`config.mk`:
```
export PLATFORM = sky130hd
export DESIGN_NAME = dma_irq_summary
export DESIGN_NICKNAME = d
export VERILOG_FILES = /design/src/rtl/dma_irq_pkg.sv /design/src/rtl/dma_irq_grp_hit.sv /design/src/rtl/dma_irq_src_bits.sv /design/src/rtl/dma_irq_sum_bit.sv /design/src/rtl/dma_irq_summary.sv
export SDC_FILE = /design/constraint.sdc
export NUM_CORES = 1
export LEC_CHECK = 0
export BUFFER_PORTS_ARGS = -buffer_cell sky130_fd_sc_hd__buf_2
export CAP_MARGIN = 20
export CORE_MARGIN = 5
export CORE_UTILIZATION = 35
export CTS_CLUSTER_DIAMETER = 50
export DETAILED_ROUTE_END_ITERATION = 6
export GPL_TIMING_DRIVEN = 0
export PLACE_DENSITY = 0.61
export SETUP_SLACK_MARGIN = 0.1
export SYNTH_ARGS = -nofsm -noshare
export SYNTH_HDL_FRONTEND = slang
export SYNTH_SLANG_ARGS = --single-unit
```
`constraint.sdc`:
```
create_clock -name clk -period 2.55 [get_ports clk]
set_input_delay 0.51 -clock clk [delete_from_list [all_inputs] [get_ports clk]]
set_output_delay 0.51 -clock clk [all_outputs]
set_load 0.02 [all_outputs]
```
`src/rtl/dma_irq_pkg.sv`:
```
package dma_irq_pkg;

  typedef enum logic {
    SEL_STATUS = 1'b0,
    SEL_ENABLE = 1'b1
  } irq_reg_sel_e;

  localparam int          DEF_SRC_W    = 15;
  localparam logic [14:0] DEF_NORM_GRP = 15'h4045;  // bits 0,2,6,14
  localparam logic [14:0] DEF_ABN_GRP  = 15'h27BA;  // bits 1,3,4,5,7,8,9,10,13

endpackage

```
`src/rtl/dma_irq_grp_hit.sv`:
```
module dma_irq_grp_hit #(
  parameter int             SRC_W = 15,
  parameter logic [SRC_W-1:0] GRP = '0
) (
  input  logic [SRC_W-1:0] src_i,
  input  logic [SRC_W-1:0] en_i,
  output logic             hit_o
);

  logic [SRC_W-1:0] term;

  for (genvar i = 0; i < SRC_W; i++) begin : g_term
    if (GRP[i]) begin : g_member
      assign term[i] = src_i[i] & en_i[i];
    end else begin : g_other
      assign term[i] = 1'b0;
    end
  end

  assign hit_o = |term;

endmodule

```
`src/rtl/dma_irq_src_bits.sv`:
```
module dma_irq_src_bits #(
  parameter int SRC_W = 15
) (
  input  logic             clk,
  input  logic             rst_n,
  input  logic [SRC_W-1:0] evt_i,
  input  logic [SRC_W-1:0] clr_i,
  output logic [SRC_W-1:0] src_q_o,
  output logic [SRC_W-1:0] src_d_o
);

  logic [SRC_W-1:0] src_q;
  logic [SRC_W-1:0] src_d;
  logic             src_ce;

  // event wins over a same-cycle clear
  for (genvar i = 0; i < SRC_W; i++) begin : g_bit
    assign src_d[i] = evt_i[i] | (src_q[i] & ~clr_i[i]);
  end

  assign src_ce = (|evt_i) | (|clr_i);

  always_ff @(posedge clk or negedge rst_n) begin
    if (!rst_n) begin
      src_q <= '0;
    end else if (src_ce) begin
      src_q <= src_d;
    end
  end

  assign src_q_o = src_q;
  assign src_d_o = src_d;

  // every pulsed bit is set one cycle later
  p_evt_wins_r8: assert property (@(posedge clk) disable iff (!rst_n)
    (evt_i != '0) |=> ((src_q & $past(evt_i)) == $past(evt_i)));

  // a source bit only rises through an event
  p_rise_needs_evt_r6: assert property (@(posedge clk) disable iff (!rst_n)
    1'b1 |=> ((src_q & ~$past(src_q) & ~$past(evt_i)) == '0));

endmodule

```
`src/rtl/dma_irq_sum_bit.sv`:
```
module dma_irq_sum_bit (
  input  logic clk,
  input  logic rst_n,
  input  logic eval_i,
  input  logic clr_i,
  input  logic hit_i,
  output logic q_o,
  output logic d_o
);

  logic sum_q;
  logic sum_d;

  always_comb begin
    sum_d = (sum_q & ~clr_i) | (eval_i & hit_i);
  end

  always_ff @(posedge clk or negedge rst_n) begin
    if (!rst_n) begin
      sum_q <= 1'b0;
    end else if (eval_i) begin
      sum_q <= sum_d;
    end
  end

  assign q_o = sum_q;
  assign d_o = sum_d;

  // without an explicit clear the summary never falls
  p_sticky_r3: assert property (@(posedge clk) disable iff (!rst_n)
    (sum_q && !clr_i) |=> sum_q);

  // R1 / R2 (per instance): an evaluation that sees its group hit sets the bit
  p_hit_sets_r1: assert property (@(posedge clk) disable iff (!rst_n)
    (eval_i && hit_i) |=> sum_q);

endmodule

```
`src/rtl/dma_irq_summary.sv`:
```
module dma_irq_summary
  import dma_irq_pkg::*;
#(
  parameter int               DATA_W   = 32,
  parameter int               SRC_W    = DEF_SRC_W,
  parameter logic [SRC_W-1:0] NORM_GRP = DEF_NORM_GRP,
  parameter logic [SRC_W-1:0] ABN_GRP  = DEF_ABN_GRP
) (
  input  logic              clk,
  input  logic              rst_n,
  input  logic [SRC_W-1:0]  evt_i,
  input  logic              reg_wr_i,
  input  logic              reg_addr_i,
  input  logic [DATA_W-1:0] reg_wdata_i,
  output logic [DATA_W-1:0] reg_rdata_o,
  output logic              wr_err_o,
  output logic              irq_o
);

  localparam int AIS_IDX = SRC_W;
  localparam int NIS_IDX = SRC_W + 1;
  localparam int WR_W    = SRC_W + 2;
  localparam int RO_W    = DATA_W - WR_W;

  logic              wr_status;
  logic              wr_enable;
  logic [WR_W-1:0]   clr_vec;
  logic [DATA_W-1:0] en_q;
  logic [DATA_W-1:0] en_d;
  logic [SRC_W-1:0]  src_q;
  logic [SRC_W-1:0]  src_d;
  logic              norm_hit;
  logic              abn_hit;
  logic              nis_q;
  logic              nis_d;
  logic              ais_q;
  logic              ais_d;
  logic              irq_q;
  logic              irq_d;
  logic              err_q;
  logic              err_d;

  // ---------------- write decode ----------------
  always_comb begin
    wr_status = reg_wr_i & (reg_addr_i == SEL_STATUS);
    wr_enable = reg_wr_i & (reg_addr_i == SEL_ENABLE);
    clr_vec   = wr_status ? reg_wdata_i[WR_W-1:0] : '0;
    en_d      = wr_enable ? reg_wdata_i : en_q;
    err_d     = wr_status & (|reg_wdata_i[DATA_W-1:WR_W]);
  end

  // ---------------- enable register ----------------
  always_ff @(posedge clk or negedge rst_n) begin
    if (!rst_n) begin
      en_q <= '0;
    end else if (wr_enable) begin
      en_q <= en_d;
    end
  end

  // ---------------- source bits ----------------
  dma_irq_src_bits #(.SRC_W(SRC_W)) u_src (
    .clk     (clk),
    .rst_n   (rst_n),
    .evt_i   (evt_i),
    .clr_i   (clr_vec[SRC_W-1:0]),
    .src_q_o (src_q),
    .src_d_o (src_d)
  );

  // ---------------- group evaluation on post-write values ----------------
  dma_irq_grp_hit #(.SRC_W(SRC_W), .GRP(NORM_GRP)) u_norm_hit (
    .src_i (src_d),
    .en_i  (en_d[SRC_W-1:0]),
    .hit_o (norm_hit)
  );

  dma_irq_grp_hit #(.SRC_W(SRC_W), .GRP(ABN_GRP)) u_abn_hit (
    .src_i (src_d),
    .en_i  (en_d[SRC_W-1:0]),
    .hit_o (abn_hit)
  );

  dma_irq_sum_bit u_nis (
    .clk    (clk),
    .rst_n  (rst_n),
    .eval_i (reg_wr_i),
    .clr_i  (clr_vec[NIS_IDX]),
    .hit_i  (norm_hit),
    .q_o    (nis_q),
    .d_o    (nis_d)
  );

  dma_irq_sum_bit u_ais (
    .clk    (clk),
    .rst_n  (rst_n),
    .eval_i (reg_wr_i),
    .clr_i  (clr_vec[AIS_IDX]),
    .hit_i  (abn_hit),
    .q_o    (ais_q),
    .d_o    (ais_d)
  );

  // ---------------- interrupt line and error pulse ----------------
  always_comb begin
    irq_d = (nis_d & en_d[NIS_IDX]) | (ais_d & en_d[AIS_IDX]);
  end

  always_ff @(posedge clk or negedge rst_n) begin
    if (!rst_n) begin
      irq_q <= 1'b0;
    end else if (reg_wr_i) begin
      irq_q <= irq_d;
    end
  end

  always_ff @(posedge clk or negedge rst_n) begin
    if (!rst_n) begin
      err_q <= 1'b0;
    end else begin
      err_q <= err_d;
    end
  end

  // ---------------- read mux ----------------
  always_comb begin
    if (reg_addr_i == SEL_ENABLE) begin
      reg_rdata_o = en_q;
    end else begin
      reg_rdata_o = {{RO_W{1'b0}}, nis_q, ais_q, src_q};
    end
  end

  assign irq_o    = irq_q;
  assign wr_err_o = err_q;

  // ---------------- assertions ----------------
  // no write, no change of the interrupt line
  p_irq_hold_r5: assert property (@(posedge clk) disable iff (!rst_n)
    !reg_wr_i |=> $stable(irq_o));

  // no write, no change of either summary
  p_sum_hold_r5: assert property (@(posedge clk) disable iff (!rst_n)
    !reg_wr_i |=> $stable({nis_q, ais_q}));

  // a high interrupt is always backed by an enabled summary
  p_irq_backed_r4: assert property (@(posedge clk) disable iff (!rst_n)
    irq_o |-> ((nis_q & en_q[NIS_IDX]) | (ais_q & en_q[AIS_IDX])));

  // error pulse only follows a status write, and lasts one cycle
  p_err_cause_r7: assert property (@(posedge clk) disable iff (!rst_n)
    wr_err_o |-> $past(wr_status));

  p_err_single_r7: assert property (@(posedge clk) disable iff (!rst_n)
    (wr_err_o && !wr_status) |=> !wr_err_o);

endmodule

```
==> After elaboration in Yosys (flattened, before gate mapping) <==
Cells that the tools add are included.
{ "totals": {"ff_bits": 51, "in_bits": 51, "out_inout_bits": 34, "elab_cells": 88} }
{ "classes": {"muxes": 3, "bitwise": 74, "reduce_logical": 5} }
{ "op_table": {"columns": ["op", "count"], "rows": [
  ["$reduce_or 15->1", 3],
  ["$and 1x1->1", 37],
  ["$mux 17", 2],
  ["$mux 32", 1],
  ["$or 1x1->1", 19],
  ["$not 1->1", 18],
  ["$reduce_or 9->1", 1],
  ["$reduce_or 4->1", 1]
]} }

==> Longest topological paths before layout <==
{ "logic_depth": {"ltp_word": 12, "depth_mapped": 8, "ltp_nobuf": 6} }

==> Modules after synthesis <==
Synthesis repeated with hierarchy kept, for this count alone.
{ "hier_totals": {"hier_cells": 233, "hier_area_um2": 2736.4} }
{ "by_module_without_submodules": {"columns": ["mod", "n_inst", "cells_each", "area_per_inst_um2", "seq_area_each_um2"], "rows": [
  ["dma_irq_summary", 1, 153, 1904.3, 850.8],
  ["dma_irq_src_bits", 1, 60, 656.9, 375.4],
  ["dma_irq_sum_bit", 2, 6, 55.1, 25.0],
  ["dma_irq_grp_hit (u_abn_hit)", 1, 5, 46.3, 0.0],
  ["dma_irq_grp_hit (u_norm_hit)", 1, 3, 18.8, 0.0]
]} }

==> Worst setup path after synthesis <==
OpenSTA, ideal clock, no wires.
{ "synth_path": {"path_type": "input -> output", "startpoint": "input port reg_addr_i", "endpoint": "output port reg_rdata_o[10]", "arrival_ns": 1.574, "t_required_ns": 2.040, "slack_ns": 0.466, "stages": 4, "n_path_buf": 3, "path_cell_list": "buf_2 -> clkbuf_1 -> buf_2 -> mux2_2"} }
{ "synth_via": {"elab_chain_cells": 1} }
{ "synth_rtl": {"columns": ["item", "line", "source"], "rows": [
  ["start, declared", "dma_irq_summary.sv:13", "input logic reg_addr_i,"],
  ["$mux 32", "dma_irq_summary.sv:127", "if (reg_addr_i == SEL_ENABLE) begin"],
  ["end, declared", "dma_irq_summary.sv:15", "output logic [DATA_W-1:0] reg_rdata_o,"]
]} }
Every way passes these cells.

==> Worst setup path after layout <==
{ "layout_path": {"startpoint": "input port reg_addr_i", "endpoint": "output port reg_rdata_o[6]"} }
Same word-level chain as after synthesis.

==> summary.md <==
| Metric | Value |
|---|---|
| Height of the die | `98.0 um` |
| Core ar. | `7650 um^2` |
| Fin crit share | `86.7%` |
| Maxcap violations | `0` |
| FP Rows | `32` |
| CP Launch Type | `input port` |
| Initial Util | `35.4%` |
| Root buffer selected by CTS | `clkbuf_8` |
| FMAX | `452 MHz` |
| Seq/Total Area, Yosys | `47.1%` |
| Netlist cell types | `31` |
| Drt pass-1 iters | `4` |
| Req. time, crit path | `2.04 ns` |
| Most frequent cells in the layout | `buf_2 (92), dfrtp_1 (51), mux2_2 (48), nand2_1 (21), a21o_1 (16)` |
| CTS clk-pin slew, worst paths | `~0.10 ns` |
| Post-route clock skew | `0.00566 ns` |
| CTS Buf Count | `5` |
| Critical path data arrival time | `1.70 ns` |
| Fillers | `783` |
| Number of global-route vias before repair | `2,267` |
| Die Wd | `about 100 um` |
| Sink Count | `51` |
| Final hold slack | `about 0.15 ns` |
| I/O Buffers | `82` |
| Unrepaired setup endpoints after global routing | `no` |
| P&R area growth vs syn | `23.7%` |
| PD cells | `between 500 and 600 nW/um^2` |
| Minimum clock period | `2.21 ns` |
| Worst setup EP type | `output port` |
| Initial antenna violation count | `0` |
| Hold_buf cts | `0` |
| Die Area | `9600 um^2` |
| ANT cells | `0` |
| Outcome | `finished clean` |
| IR drop worst, VDD | `approximately 270 uV` |
| Hold violation total from the final report | `0` |
| First-pass GRT wire length | `11,400 um` |
| Total wire length | `7190 um` |
| HP Class | `in2async` |
| Most common cell after layout, fill and taps aside | `buf_2` |
| Overflow after GRT | `0` |
| Critical path's slowest cell | `mux2_2` |
| Yosys reg bits | `51` |
| Detail Route Antenna Nets | `0` |
| Cell mode on critical path | `buf_2` |
| Critical path fanouts, max | `15` |
| Maximum buffer depth of the clock tree | `2` |
| Iteration-0 DRC Markers | `52` |
| Synth Cell Area | `~2700 um^2` |
| H-tree Lvls | `2` |
| CP peak stage delay | `0.39 ns` |
| IO Pins | `85` |
| Global Route Usage Sum | `14.5%` |
| Via Count | `2,260` |
| CTS tree | `done` |
| Mapped Cells | `~250` |
| Setup repair bufs after CTS | `0` |
| Largest net degree at the start of global routing | `34` |
| Share of cells above drive strength 1 | `45.8%` |
| Endpoints failing setup | `0` |
| Worst path bufs/invs | `3` |
| Pins Over Slew Limit | `0` |
| Routability cong. | `0.785` |
| Vias per inst | `just over 5` |
| DRC viols | `0` |
| Slew headroom | `about 68%` |
| Pre-CTS setup slack | `0.00189 ns` |
| Crit-path leading delay family | `buffers and inverters` |
| Crit path kind | `in2out` |
| Number of gates resized after CTS | `0` |
| Leakage dissipation | `1.45 nW` |
| Mapped Nets | `304` |
| Slew @ Worst Pin | `0.481 ns` |
| Final HPWL DP | `5310 um` |
| Critical Path Stages | `4` |
| Clk_lat worst skew | `0.31 ns` |
| WL per Instance | `16.2 um` |
| Final worst slack | `0.339 ns` |
| Synthesized area per cell | `10.7 um^2` |
| Final nets | `393` |
| CP Cell Sequence | `buf_2 > buf_2 > mux2_2 > buf_2` |
| Cell depth of the worst flop-to-flop path | `6` |
| Syn. warnings | `0` |
| Setup_tns | `0 ns` |
## cells in the mapped netlist (all sizes together)
cell type  number  area (um^2)
mux2           48          541
nor4            5         37.5
and2           15         93.8
inv             2         7.51
nand3           1         5.00
nor2           11         43.8
a21o           16          120
nand3b         13          101
o21ai           9         45.0
and3            1         6.26
buf            13         76.3
clkbuf          2         7.51
o22a            3         26.3
nand2b          1         6.26
o32ai           1         8.76
a32o            1         10.0
nor2b           1         6.26
dfrtp          51         1280
nor3           11         55.1
a41oi           1         8.76
a21oi          14         73.8
o22ai          11         68.8
nand2          22         85.1
## kinds of logic after synthesis
kind of cell    Yosys count  synth area share, %
compound gates           56                 13.3
buf+inv                  17                 3.37
flops                    51                 47.1
mux                      48                 19.9
simple gates             81                 16.3
## metal layers
metal | track usage, % | up-vias | wire length [um]
li1 | - | 1094 | -
met1 | 20.5 | 1088 | 3440
met2 | 22.1 | 74 | 3180
met3 | 3.93 | 4 | 532
met4 | 3.73 | 0 | 38
met5 | 0 | - | 0
## power breakdown
group	total, mW	internal (mW)	switching [mW]
Clock	0.482	0.192	0.290
Combinational	0.514	0.238	0.275
Sequential	0.961	0.901	0.0601
Total	1.96	1.33	0.625
## flip-flops by register name, summed over array words and instances, names as in the netlist
register	count
u_ais.q_o	1
en_q	32
wr_err_o	1
u_nis.q_o	1
irq_o	1
u_src.src_q_o	15
## cell type report
type | count | area [um^2] | area share [%]
plain buffers | 14 | 80.1 | 2.39
flip-flops and latches | 51 | 1280 | 38.1
inverters | 2 | 7.51 | 0.224
well taps | 102 | 128 | 3.81
clock buffers | 5 | 68.8 | 2.05
repair buffers | 83 | 430 | 12.8
clock inverters | 3 | 20.0 | 0.597
multi-input cells | 185 | 1340 | 40.0
## metrics by stage
step                      utilization, %  power, mW  cell area [um^2]  cells
after global routing                43.8       2.06              3350    445
after detailed placement            42.7       1.49              3270    438
after CTS                           43.8       1.97              3350    445
after floorplan                        -       1.30              2710    253
final                               43.8       1.96              3350    445
after global placement              42.5       1.48              3250    437
## final timing paths
path | startpoint | to | slack (ns)
max reg2reg | en_q[9]$_DFFE_PN0N_ | irq_o$_DFFE_PN0P_ | 0.90
min in group clk | evt_i[11] | u_src.src_q_o[11]$_DFFE_PN0P_ | 0.37
min reg2reg | u_src.src_q_o[11]$_DFFE_PN0P_ | u_src.src_q_o[11]$_DFFE_PN0P_ | 0.48
max in group asynchronous | rst_n | u_nis.q_o$_DFFE_PN0P_ | 1.86
max | reg_addr_i | reg_rdata_o[6] | 0.34
min | rst_n | en_q[27]$_DFFE_PN0N_ | 0.15
Power figures use the tool's default switching activity.
